### config.mk
export PLATFORM = sky130hd
export DESIGN_NAME = linkdma_chan
export DESIGN_NICKNAME = d
export VERILOG_FILES = /design/src/rtl/linkdma_pkg.sv /design/src/rtl/linkdma_ctrl.sv /design/src/rtl/linkdma_dpath.sv /design/src/rtl/linkdma_chan.sv
export SDC_FILE = /design/constraint.sdc
export NUM_CORES = 1
export LEC_CHECK = 0
export CAP_MARGIN = 20
export CORE_ASPECT_RATIO = 0.6
export CORE_MARGIN = 2
export CORE_UTILIZATION = 49
export CTS_BUF_LIST = sky130_fd_sc_hd__clkbuf_8 sky130_fd_sc_hd__clkbuf_16
export DETAILED_ROUTE_END_ITERATION = 10
export PLACE_DENSITY = 0.77
export SLEW_MARGIN = 20
export SYNTH_ARGS = -nofsm -noshare
export SYNTH_HDL_FRONTEND = slang
export SYNTH_HIERARCHICAL = 1
export SYNTH_SLANG_ARGS = --single-unit
### constraint.sdc
create_clock -name clk -period 3.4 [get_ports clk]
set_clock_uncertainty 0.2 [all_clocks]
set_input_delay 0.34 -clock clk [delete_from_list [all_inputs] [get_ports clk]]
set_output_delay 0.34 -clock clk [all_outputs]
set_load 0.01 [all_outputs]
### src/rtl/linkdma_pkg.sv
package linkdma_pkg;

  localparam logic [1:0] REG_CTRL  = 2'd0;
  localparam logic [1:0] REG_STAT  = 2'd1;
  localparam logic [1:0] REG_DPTR  = 2'd2;
  localparam logic [1:0] REG_LEFT  = 2'd3;

  localparam int CTRL_RUN   = 0;
  localparam int CTRL_ABORT = 1;
  localparam int CTRL_ERRIE = 2;
  localparam int CTRL_ENDIE = 3;
  localparam int CTRL_SEGIE = 4;

  localparam int STAT_END  = 0;
  localparam int STAT_SEG  = 1;
  localparam int STAT_BUSY = 2;
  localparam int STAT_HALT = 3;
  localparam int STAT_XERR = 4;
  localparam int STAT_ZERO = 5;

  typedef enum logic [1:0] {
    SEL_DESC,
    SEL_SRC,
    SEL_DST
  } memSel_e;

  typedef struct packed {
    logic       clrHalt;
    logic       setHalt;
    logic       setXferErr;
    logic       setZeroErr;
    logic       setSegDone;
    logic       setChainEnd;
    logic       loadField;
    logic       latchData;
    logic       advance;
    logic       followLink;
    logic [1:0] fieldIdx;
    memSel_e    memSel;
  } dpStrobe_t;

endpackage

### src/rtl/linkdma_ctrl.sv
module linkdma_ctrl
  import linkdma_pkg::*;
(
  input  logic      clk,
  input  logic      rstN,
  input  logic      startEdge,
  input  logic      stopReq,
  input  logic      cntZero,
  input  logic      cntLast,
  input  logic      termFlag,
  input  logic      memAck,
  input  logic      memErr,
  output dpStrobe_t stb,
  output logic      memReq,
  output logic      memWe,
  output logic      busy
);

  typedef enum logic [2:0] {
    ST_IDLE,
    ST_FETCH,
    ST_CHECK,
    ST_READ,
    ST_WRITE,
    ST_LINK
  } state_e;

  state_e     state, stateNxt;
  logic [1:0] fieldIdx, fieldIdxNxt;

  always_ff @(posedge clk) begin
    if (!rstN) begin
      state    <= ST_IDLE;
      fieldIdx <= '0;
    end else begin
      state    <= stateNxt;
      fieldIdx <= fieldIdxNxt;
    end
  end

  always_comb begin
    stb          = '0;
    stb.memSel   = SEL_DESC;
    stb.fieldIdx = fieldIdx;
    memReq       = 1'b0;
    memWe        = 1'b0;
    stateNxt     = state;
    fieldIdxNxt  = fieldIdx;

    if (state != ST_IDLE && stopReq) begin
      stb.setHalt = 1'b1;
      stateNxt    = ST_IDLE;
    end else begin
      case (state)
        ST_IDLE: begin
          if (startEdge && !stopReq) begin
            stb.clrHalt = 1'b1;
            fieldIdxNxt = '0;
            stateNxt    = ST_FETCH;
          end
        end
        ST_FETCH: begin
          memReq = 1'b1;
          if (memAck) begin
            if (memErr) begin
              stb.setXferErr = 1'b1;
              stb.setHalt    = 1'b1;
              stateNxt       = ST_IDLE;
            end else begin
              stb.loadField = 1'b1;
              if (fieldIdx == 2'd3) stateNxt = ST_CHECK;
              else fieldIdxNxt = fieldIdx + 2'd1;
            end
          end
        end
        ST_CHECK: begin
          if (cntZero) begin
            stb.setZeroErr = 1'b1;
            stateNxt       = ST_LINK;
          end else begin
            stateNxt = ST_READ;
          end
        end
        ST_READ: begin
          memReq     = 1'b1;
          stb.memSel = SEL_SRC;
          if (memAck) begin
            if (memErr) begin
              stb.setXferErr = 1'b1;
              stb.setHalt    = 1'b1;
              stateNxt       = ST_IDLE;
            end else begin
              stb.latchData = 1'b1;
              stateNxt      = ST_WRITE;
            end
          end
        end
        ST_WRITE: begin
          memReq     = 1'b1;
          memWe      = 1'b1;
          stb.memSel = SEL_DST;
          if (memAck) begin
            if (memErr) begin
              stb.setXferErr = 1'b1;
              stb.setHalt    = 1'b1;
              stateNxt       = ST_IDLE;
            end else begin
              stb.advance = 1'b1;
              stateNxt    = cntLast ? ST_LINK : ST_READ;
            end
          end
        end
        ST_LINK: begin
          stb.setSegDone = 1'b1;
          if (termFlag) begin
            stb.setChainEnd = 1'b1;
            stateNxt        = ST_IDLE;
          end else begin
            stb.followLink = 1'b1;
            fieldIdxNxt    = '0;
            stateNxt       = ST_FETCH;
          end
        end
        default: stateNxt = ST_IDLE;
      endcase
    end
  end

  assign busy = (state != ST_IDLE);

endmodule

### src/rtl/linkdma_dpath.sv
module linkdma_dpath
  import linkdma_pkg::*;
#(
  parameter int DATA_W     = 32,
  parameter int CNT_W      = 26,
  parameter int DESC_ALIGN = 5
) (
  input  logic              clk,
  input  logic              rstN,
  input  logic              regWrEn,
  input  logic [1:0]        regAddr,
  input  logic [DATA_W-1:0] regWrData,
  output logic [DATA_W-1:0] regRdData,
  input  dpStrobe_t         stb,
  input  logic              busy,
  input  logic [DATA_W-1:0] memRdata,
  output logic [DATA_W-1:0] memAddr,
  output logic [DATA_W-1:0] memWdata,
  output logic              startEdge,
  output logic              stopReq,
  output logic              cntZero,
  output logic              cntLast,
  output logic              termFlag,
  output logic              irq
);

  localparam int BYTES  = DATA_W / 8;
  localparam int OFF_W  = $clog2(BYTES);
  localparam int BASE_W = DATA_W - DESC_ALIGN;

  logic              runBit, runPrev, errIe, endIe, segIe;
  logic [BASE_W-1:0] descBase;
  logic [CNT_W-1:0]  bytesLeft, stepBytes;
  logic [DATA_W-1:0] srcPtr, dstPtr, linkWord, dataBuf;
  logic              termQ;
  logic              stEnd, stSeg, stXerr, stZero, halted;
  logic              wrCtrl, wrStat, wrDptr, abortReq;

  assign wrCtrl   = regWrEn && (regAddr == REG_CTRL);
  assign wrStat   = regWrEn && (regAddr == REG_STAT);
  assign wrDptr   = regWrEn && (regAddr == REG_DPTR) && !busy;
  assign abortReq = wrCtrl && regWrData[CTRL_ABORT];

  // control word and launch edge
  always_ff @(posedge clk) begin
    if (!rstN) begin
      runBit  <= 1'b0;
      runPrev <= 1'b0;
      errIe   <= 1'b0;
      endIe   <= 1'b0;
      segIe   <= 1'b0;
    end else begin
      runPrev <= runBit;
      if (wrCtrl) begin
        runBit <= regWrData[CTRL_RUN];
        errIe  <= regWrData[CTRL_ERRIE];
        endIe  <= regWrData[CTRL_ENDIE];
        segIe  <= regWrData[CTRL_SEGIE];
      end
    end
  end

  assign startEdge = runBit && !runPrev;
  assign stopReq   = !runBit || abortReq;

  // descriptor pointer and working registers
  always_ff @(posedge clk) begin
    if (!rstN) begin
      descBase  <= '0;
      bytesLeft <= '0;
      srcPtr    <= '0;
      dstPtr    <= '0;
      linkWord  <= '0;
      termQ     <= 1'b0;
      dataBuf   <= '0;
    end else begin
      if (wrDptr) descBase <= regWrData[DATA_W-1:DESC_ALIGN];
      else if (stb.followLink) descBase <= linkWord[DATA_W-1:DESC_ALIGN];
      if (stb.loadField) begin
        case (stb.fieldIdx)
          2'd0: bytesLeft <= memRdata[CNT_W-1:0];
          2'd1: srcPtr    <= memRdata;
          2'd2: dstPtr    <= memRdata;
          default: begin
            linkWord <= memRdata;
            termQ    <= memRdata[0];
          end
        endcase
      end
      if (stb.latchData) dataBuf <= memRdata;
      if (stb.advance) begin
        bytesLeft <= bytesLeft - stepBytes;
        srcPtr    <= srcPtr + DATA_W'(BYTES);
        dstPtr    <= dstPtr + DATA_W'(BYTES);
      end
    end
  end

  assign cntZero   = (bytesLeft == '0);
  assign cntLast   = (bytesLeft <= CNT_W'(BYTES));
  assign stepBytes = cntLast ? bytesLeft : CNT_W'(BYTES);
  assign termFlag  = termQ;

  // status: events set by the sequencer win over a same-cycle clear
  always_ff @(posedge clk) begin
    if (!rstN) begin
      stEnd  <= 1'b0;
      stSeg  <= 1'b0;
      stXerr <= 1'b0;
      stZero <= 1'b0;
      halted <= 1'b0;
    end else begin
      stEnd  <= stb.setChainEnd | (stEnd  & ~(wrStat & regWrData[STAT_END]));
      stSeg  <= stb.setSegDone  | (stSeg  & ~(wrStat & regWrData[STAT_SEG]));
      stXerr <= stb.setXferErr  | (stXerr & ~(wrStat & regWrData[STAT_XERR]));
      stZero <= stb.setZeroErr  | (stZero & ~(wrStat & regWrData[STAT_ZERO]));
      if (stb.setHalt) halted <= 1'b1;
      else if (stb.clrHalt) halted <= 1'b0;
    end
  end

  assign irq = (errIe & (stXerr | stZero)) | (endIe & stEnd) | (segIe & stSeg);

  // memory address select
  always_comb begin
    case (stb.memSel)
      SEL_SRC: memAddr = srcPtr;
      SEL_DST: memAddr = dstPtr;
      default: memAddr = {descBase, {DESC_ALIGN{1'b0}}} + (DATA_W'(stb.fieldIdx) << OFF_W);
    endcase
  end
  assign memWdata = dataBuf;

  // register read mux
  always_comb begin
    regRdData = '0;
    case (regAddr)
      REG_CTRL: begin
        regRdData[CTRL_RUN]   = runBit;
        regRdData[CTRL_ERRIE] = errIe;
        regRdData[CTRL_ENDIE] = endIe;
        regRdData[CTRL_SEGIE] = segIe;
      end
      REG_STAT: begin
        regRdData[STAT_END]  = stEnd;
        regRdData[STAT_SEG]  = stSeg;
        regRdData[STAT_BUSY] = busy;
        regRdData[STAT_HALT] = halted;
        regRdData[STAT_XERR] = stXerr;
        regRdData[STAT_ZERO] = stZero;
      end
      REG_DPTR: regRdData = {descBase, {DESC_ALIGN{1'b0}}};
      default:  regRdData = DATA_W'(bytesLeft);
    endcase
  end

endmodule

### src/rtl/linkdma_chan.sv
module linkdma_chan
  import linkdma_pkg::*;
#(
  parameter int DATA_W     = 32,
  parameter int CNT_W      = 26,
  parameter int DESC_ALIGN = 5
) (
  input  logic              clk,
  input  logic              rstN,
  input  logic              regWrEn,
  input  logic [1:0]        regAddr,
  input  logic [DATA_W-1:0] regWrData,
  output logic [DATA_W-1:0] regRdData,
  output logic              memReq,
  output logic              memWe,
  output logic [DATA_W-1:0] memAddr,
  output logic [DATA_W-1:0] memWdata,
  input  logic [DATA_W-1:0] memRdata,
  input  logic              memAck,
  input  logic              memErr,
  output logic              irq
);

  dpStrobe_t stb;
  logic      busy, startEdge, stopReq, cntZero, cntLast, termFlag;

  linkdma_ctrl uCtrl (
    .clk(clk), .rstN(rstN), .startEdge(startEdge), .stopReq(stopReq),
    .cntZero(cntZero), .cntLast(cntLast), .termFlag(termFlag),
    .memAck(memAck), .memErr(memErr), .stb(stb),
    .memReq(memReq), .memWe(memWe), .busy(busy)
  );

  linkdma_dpath #(.DATA_W(DATA_W), .CNT_W(CNT_W), .DESC_ALIGN(DESC_ALIGN)) uDpath (
    .clk(clk), .rstN(rstN), .regWrEn(regWrEn), .regAddr(regAddr),
    .regWrData(regWrData), .regRdData(regRdData), .stb(stb), .busy(busy),
    .memRdata(memRdata), .memAddr(memAddr), .memWdata(memWdata),
    .startEdge(startEdge), .stopReq(stopReq), .cntZero(cntZero),
    .cntLast(cntLast), .termFlag(termFlag), .irq(irq)
  );

endmodule

==> summary.txt, run 1 <==
Final #Nets: 1,559
setup repair bufs after CTS: 0
vias in the first global route: 10,020
Leakage: 5.071 nW
FILL cells: 1,780
Synth Register Bits: 192
WP data required: 2.86 ns
core area: 21,080 um^2
DRT Pass-1 Iters: 6
Seq/Total Area, Yosys: 36.31%
data arrival time of the critical path: 2.72 ns
Initial Utilization: 50.21%
Final setup viols: 0
RSZ-0062 raised after global routing: no
outcome: completed
Netlist cell types: 71
total routed wirelength: 38,240 um
clock buffer depth: 2
Post-synth EDFFs: 0
die height: 117.9 um
Critical Path Fanout Max: 25
leading cell types in the layout, fill and taps excluded: 192 x dfxtp_1, 162 x nand2_1, 141 x clkdlybuf4s50_1, 120 x nor2_1
worst skew pair latency: 0.45 ns
syn_area_per_cell: 7.972 um^2
Post-DP HPWL: 28,140 um
worst IR drop on VDD: 0.3615 mV
Slew HR: 47.28%
Critical Path Sink Type: output pin
H-tree Lvls: 4
async set-reset flop share out of synthesis: 0%
# Max-Cap Violations: 0
via count: 11,230
Layout area overhead: 28.67%
DR iter-0 viols: 1,652
Worst Max-Slew Pin Slew: 0.7847 ns
die area: 22,840 um^2
fmax: 306.5 MHz
clk slew on worst S/H paths: 0.07 ns
Synth warnings: 6
Routed wire per std cell: 21.56 um
Final Hold Fails: 0
PD cells: 350.7 nW/um^2
layout cells sized above 1: 9.766%
clock root cell: clkbuf_16
vias per inst: 6.331
placer congestion estimate: 0.9815
post-route core utilization: 64.61%
clk sink count: 192
PortBufs: 169
first-pass GRT wire length: 58,520 um
Syn Nets: 1,405
# diodes: 0
Die Wd: 193.8 um
Post-DP Area: 12,910 um^2
Slew Viols, Final: 0
TritonCTS Buffers: 17
total grt overflow: 0
post-route cell area: 13,620 um^2
Hold/Removal Path Class: flop to flop
Crit Path Class: input port to output pin
Synth Instances: 1,328
Cell Rows: 41
Cell Area, Synth: 10,590 um^2
Startpoint Class: input port
Global Route Usage Sum: 32.66%
Period Utilization, post-route: 95.95%
most common cell after layout, fill and taps aside: dfxtp_1
antenna violations before repair: 0
CTS tree: done
pin count of the biggest net entering global routing: 59
DRC: 0
fin crit period: 3.262 ns
I/O Pins: 170
DRT antenna net count: 0
Min Hold Slack: 0.2544 ns
Synth Flop Type: dfxtp_1
[synthesized netlist by cell type, types with 8 or more instances]
library cell	instances	area (um^2)
nand4_1	14	87.58
mux2_2	15	168.9
nand2b_1	10	62.56
a311oi_1	13	113.9
a21oi_1	89	445.4
a211oi_1	51	382.9
o221ai_1	8	70.07
nor4_1	10	62.56
o21ai_0	79	395.4
a31oi_1	21	131.4
nor3_1	41	205.2
or3_1	10	62.56
buf_1	11	41.29
a22oi_1	37	277.8
and3_1	19	118.9
nor2_1	122	457.9
clkbuf_1	89	334.1
dfxtp_1	192	3844
and4_1	16	140.1
inv_1	19	71.32
nor2b_1	31	193.9
o211ai_1	10	75.07
and2_1	16	100.1
nand2_1	163	611.8
nand3_1	31	155.2
mux2i_1	89	890.9
[final cells by class]
type / count / area, um^2 / share of cell area, %
Clock buffer: 17 / 425.4 / 3.123
Sequential cell: 192 / 3844 / 28.22
Multi-Input combinational cell: 1008 / 6311 / 46.33
Clock inverter: 15 / 172.7 / 1.268
Timing Repair Buffer: 243 / 2442 / 17.93
Tap cell: 279 / 349.1 / 2.563
Inverter: 20 / 77.57 / 0.5695
[sequential cells by signal, indices dropped and copies added (netlist names), 2 cells and up]
| register | count |
|---|---|
| uDpath/linkWord | 28 |
| uDpath/srcPtr | 32 |
| uCtrl/state | 3 |
| uCtrl/fieldIdx | 2 |
| uDpath/descBase | 27 |
| uDpath/memWdata | 32 |
| uDpath/dstPtr | 32 |
| uDpath/bytesLeft | 26 |
[logic make-up after synthesis]
group           Yosys count  share of synthesized area [%]
fa+ha+maj                 6                         0.7091
compound gates          376                          23.80
xor+xnor                  9                         0.7446
other cells               1                        0.03542
simple gates            512                          23.64
buf+inv                 128                          4.751
mux                     104                          10.01
flops                   192                          36.31
[routing by layer]
metal | global-route usage [%] | share of wire [%] | up-vias
li1 | - | - | 5191
met1 | 50.66 | 46 | 5236
met2 | 42.70 | 39 | 742
met3 | 10.37 | 14 | 63
met4 | 7.538 | 1.5 | 0
met5 | 0 | 0 | -
[what timing repair did]
item	CTS	global route
gates resized for setup	4	33
setup endpoints to repair	27	30
hold buffers	0	0
[metrics by stage]
step	total power [mW]	setup TNS, ns	worst slack [ns]	std cells
6_report	4.778	0	0.1376	1774
5_1_grt	4.911	0	0.005926	1774
4_1_cts	4.788	0	0.04071	1774
3_5_place_dp	2.722	-0.4982	-0.05674	1742
3_3_place_gp	2.720	-0.04789	-0.01296	1742
2_1_floorplan	2.475	0	0.08672	1328
[final timing paths]
path	startpoint	to	slack (ns)	cells past startpoint
setup / recovery	regAddr[0]	memAddr[7]	0.14	13
hold / removal	uDpath/linkWord[16]	uDpath/linkWord[16]	0.25	2
setup reg to reg	uDpath/bytesLeft[20]	uDpath/bytesLeft[10]	0.26	10
hold reg to reg	uDpath/linkWord[16]	uDpath/linkWord[16]	0.25	2
[report_power, final]
group / total, mW / internal, mW / leakage, nW / switching, mW
Combinational: 0.384 / 0.174 / 3.22 / 0.211
Sequential: 2.30 / 2.27 / 1.55 / 0.0339
Clock: 2.09 / 1.11 / 0.300 / 0.984
[worst max-delay path, stage by stage]
cell,delay (ns)
clkdlybuf4s50_1,0.50
nor2_2,0.06
nand3_1,0.10
nand2_2,0.13
inv_1,0.10
nand2_1,0.08
nor2_2,0.12
inv_1,0.09
ha_4,0.34
buf_12,0.16
nand2_1,0.06
o21ai_0,0.08
clkdlybuf4s50_1,0.55
No activity file was read; power rests on OpenSTA's default activity.
==> inputs of run 2 (changes only) <==
- PLACE_DENSITY: 0.77 -> 0.88
- SLEW_MARGIN: 20 -> 30
==> run 2 against run 1 <==
Setup slack got worse by 0.067 ns; wire length up 3.2%; critical path type unchanged; first-iteration DRC count rose by 9.9%; core utilization rose by 0.053 points; register-to-register slack better by 0.04 ns; global-route usage is 0.92 points higher; final area barely moved.
==> summary.txt, run 2 (same netlist as run 1, synthesis figures left out) <==
Crit Path Class: input port to output pin
CP max-delay cell: clkdlybuf4s50_1
post-route cell area: 13,630 um^2
CTS tree: done
WP data required: 2.86 ns
core area: 21,080 um^2
Min Hold Slack: 0.2575 ns
Final Non-Filler Cells: 1,781
worst IR drop on VDD: 0.3727 mV
layout cells sized above 1: 10.59%
Global Route Usage Sum: 33.58%
clock root cell: clkbuf_16
data arrival time of the critical path: 2.79 ns
pin count of the biggest net entering global routing: 80
die area: 22,840 um^2
worst skew pair latency: 0.46 ns
Layout area overhead: 28.78%
most common cell after layout, fill and taps aside: dfxtp_1
Critical Path Sink Type: output pin
Hold/Removal Path Class: flop to flop
DRT Pass-1 Iters: 7
setup repair bufs after CTS: 0
fin crit period: 3.329 ns
fmax: 300.4 MHz
vias in the first global route: 10,360
outcome: completed
Final #Nets: 1,565
Post-DP Area: 12,890 um^2
Slew HR: 50.49%
Critical Path Fanout Max: 18
Worst Path Buf+Inv: 5
Period Utilization, post-route: 97.92%
critical path's top delay family: buffers and inverters
Final Hold Fails: 0
total routed wirelength: 39,450 um
clk sink count: 192
die height: 117.9 um
Sequential Power Share: 48.5%
antenna violations before repair: 1
clk slew on worst S/H paths: 0.07 ns
combinational share of power: 8.0%
Crit path largest cell delay: 0.49 ns
Clk pwr share: 43.5%
Placement Setup Slack: -0.1837 ns
vias per inst: 6.484
leading cell types in the layout, fill and taps excluded: 192 x dfxtp_1, 162 x nand2_1, 139 x clkdlybuf4s50_1, 120 x nor2_1
Final setup viols: 0
Initial Utilization: 50.21%
DRC: 0
clock buffer depth: 2
PortBufs: 169
total grt overflow: 0
Sw Share: 26.44%
TritonCTS Buffers: 17
net switching power figure: 1.251 mW
setup slack after layout: 0.07074 ns
PD cells: 347.2 nW/um^2
post-route core utilization: 64.66%
Cell Rows: 41
I/O Pins: 170
Startpoint Class: input port
DRT antenna net count: 0
internal power: 3.482 mW
# Max-Cap Violations: 0
placed cells: 1,747
H-tree Lvls: 4
Leakage: 4.961 nW
DR iter-0 viols: 1,816
Post-DP HPWL: 28,500 um
Worst Max-Slew Pin Slew: 0.7370 ns
Slew Viols, Final: 0
Die Wd: 193.8 um
via count: 11,550
Routed wire per std cell: 22.15 um
first-pass GRT wire length: 60,220 um
cells along the critical path: clkdlybuf4s50_1, nor2_1, nand3_1, nand2_2, buf_4, nor3_4, inv_1, ha_1, buf_4, a22oi_1, o21ai_0, clkdlybuf4s50_1
placer congestion estimate: 0.9832
-- run 2: cell types whose count changed in the layout (fill, tap and decap cells not counted), sizes merged, moves of 2 or more --
| cell | delta |
|---|---|
| dlygate4sd2 | +12 |
| dlymetal6s2s | -10 |
| buf | +5 |
| clkinvlp | +4 |
| clkinv | -3 |
| clkdlybuf4s50 | -2 |
-- run 2: cell type report --
class | instances | area (um^2)
antenna | 1 | 2.502
clock buffer | 17 | 425.4
clock inverter | 15 | 170.2
fill | 1732 | 7451
inverter | 20 | 77.57
multi-input combinational | 1008 | 6347
sequential | 192 | 3844
tap | 279 | 349.1
timing repair buffer | 249 | 2417
-- run 2: repair_timing --
item | CTS | global route
hold buffers | 0 | 0
gates resized for setup | 23 | 28
cloned | 0 | 1
pin swaps | 0 | 2
setup endpoints to repair | 31 | 22
-- run 2: worst min-delay path: stages (launching register included) --
cell	delay, ns
dfxtp_1	0.31
nand2_1	0.05
a21oi_1	0.05
-- run 2: final timing paths --
path,slack [ns],depth (start not counted),from,endpoint
worst max-delay path,0.07,12,regAddr[0],memAddr[30]
worst min-delay path,0.26,2,uDpath/linkWord[27],uDpath/linkWord[27]
worst max register to register,0.30,10,uDpath/bytesLeft[20],uDpath/bytesLeft[10]
worst min register to register,0.26,2,uDpath/linkWord[27],uDpath/linkWord[27]
-- run 2: metal layers --
layer / vias up / share of wire, % / GRT usage, %
li1: 5205 / - / -
met1: 5423 / 44 / 50.03
met2: 851 / 39 / 44.78
met3: 69 / 15 / 13.64
met4: 0 / 1.3 / 6.393
met5: - / 0 / 0
-- run 2: power groups by stage --
stage               registers [mW]  logic [mW]  clock network (mW)
finish                        2.30       0.378                2.06
global route                  2.30       0.397                2.16
CTS                           2.29       0.369                2.06
detailed placement            2.35       0.371                   0
global placement              2.35       0.368                   0
floorplan                     2.33       0.148                   0
-- run 2: metrics by stage --
stage | setup TNS [ns] | power (mW)
global placement | -0.3297 | 2.715
detailed placement | -1.646 | 2.718
finish | 0 | 4.733
floorplan | 0 | 2.475
CTS | -0.009117 | 4.723
global route | -0.005463 | 4.852
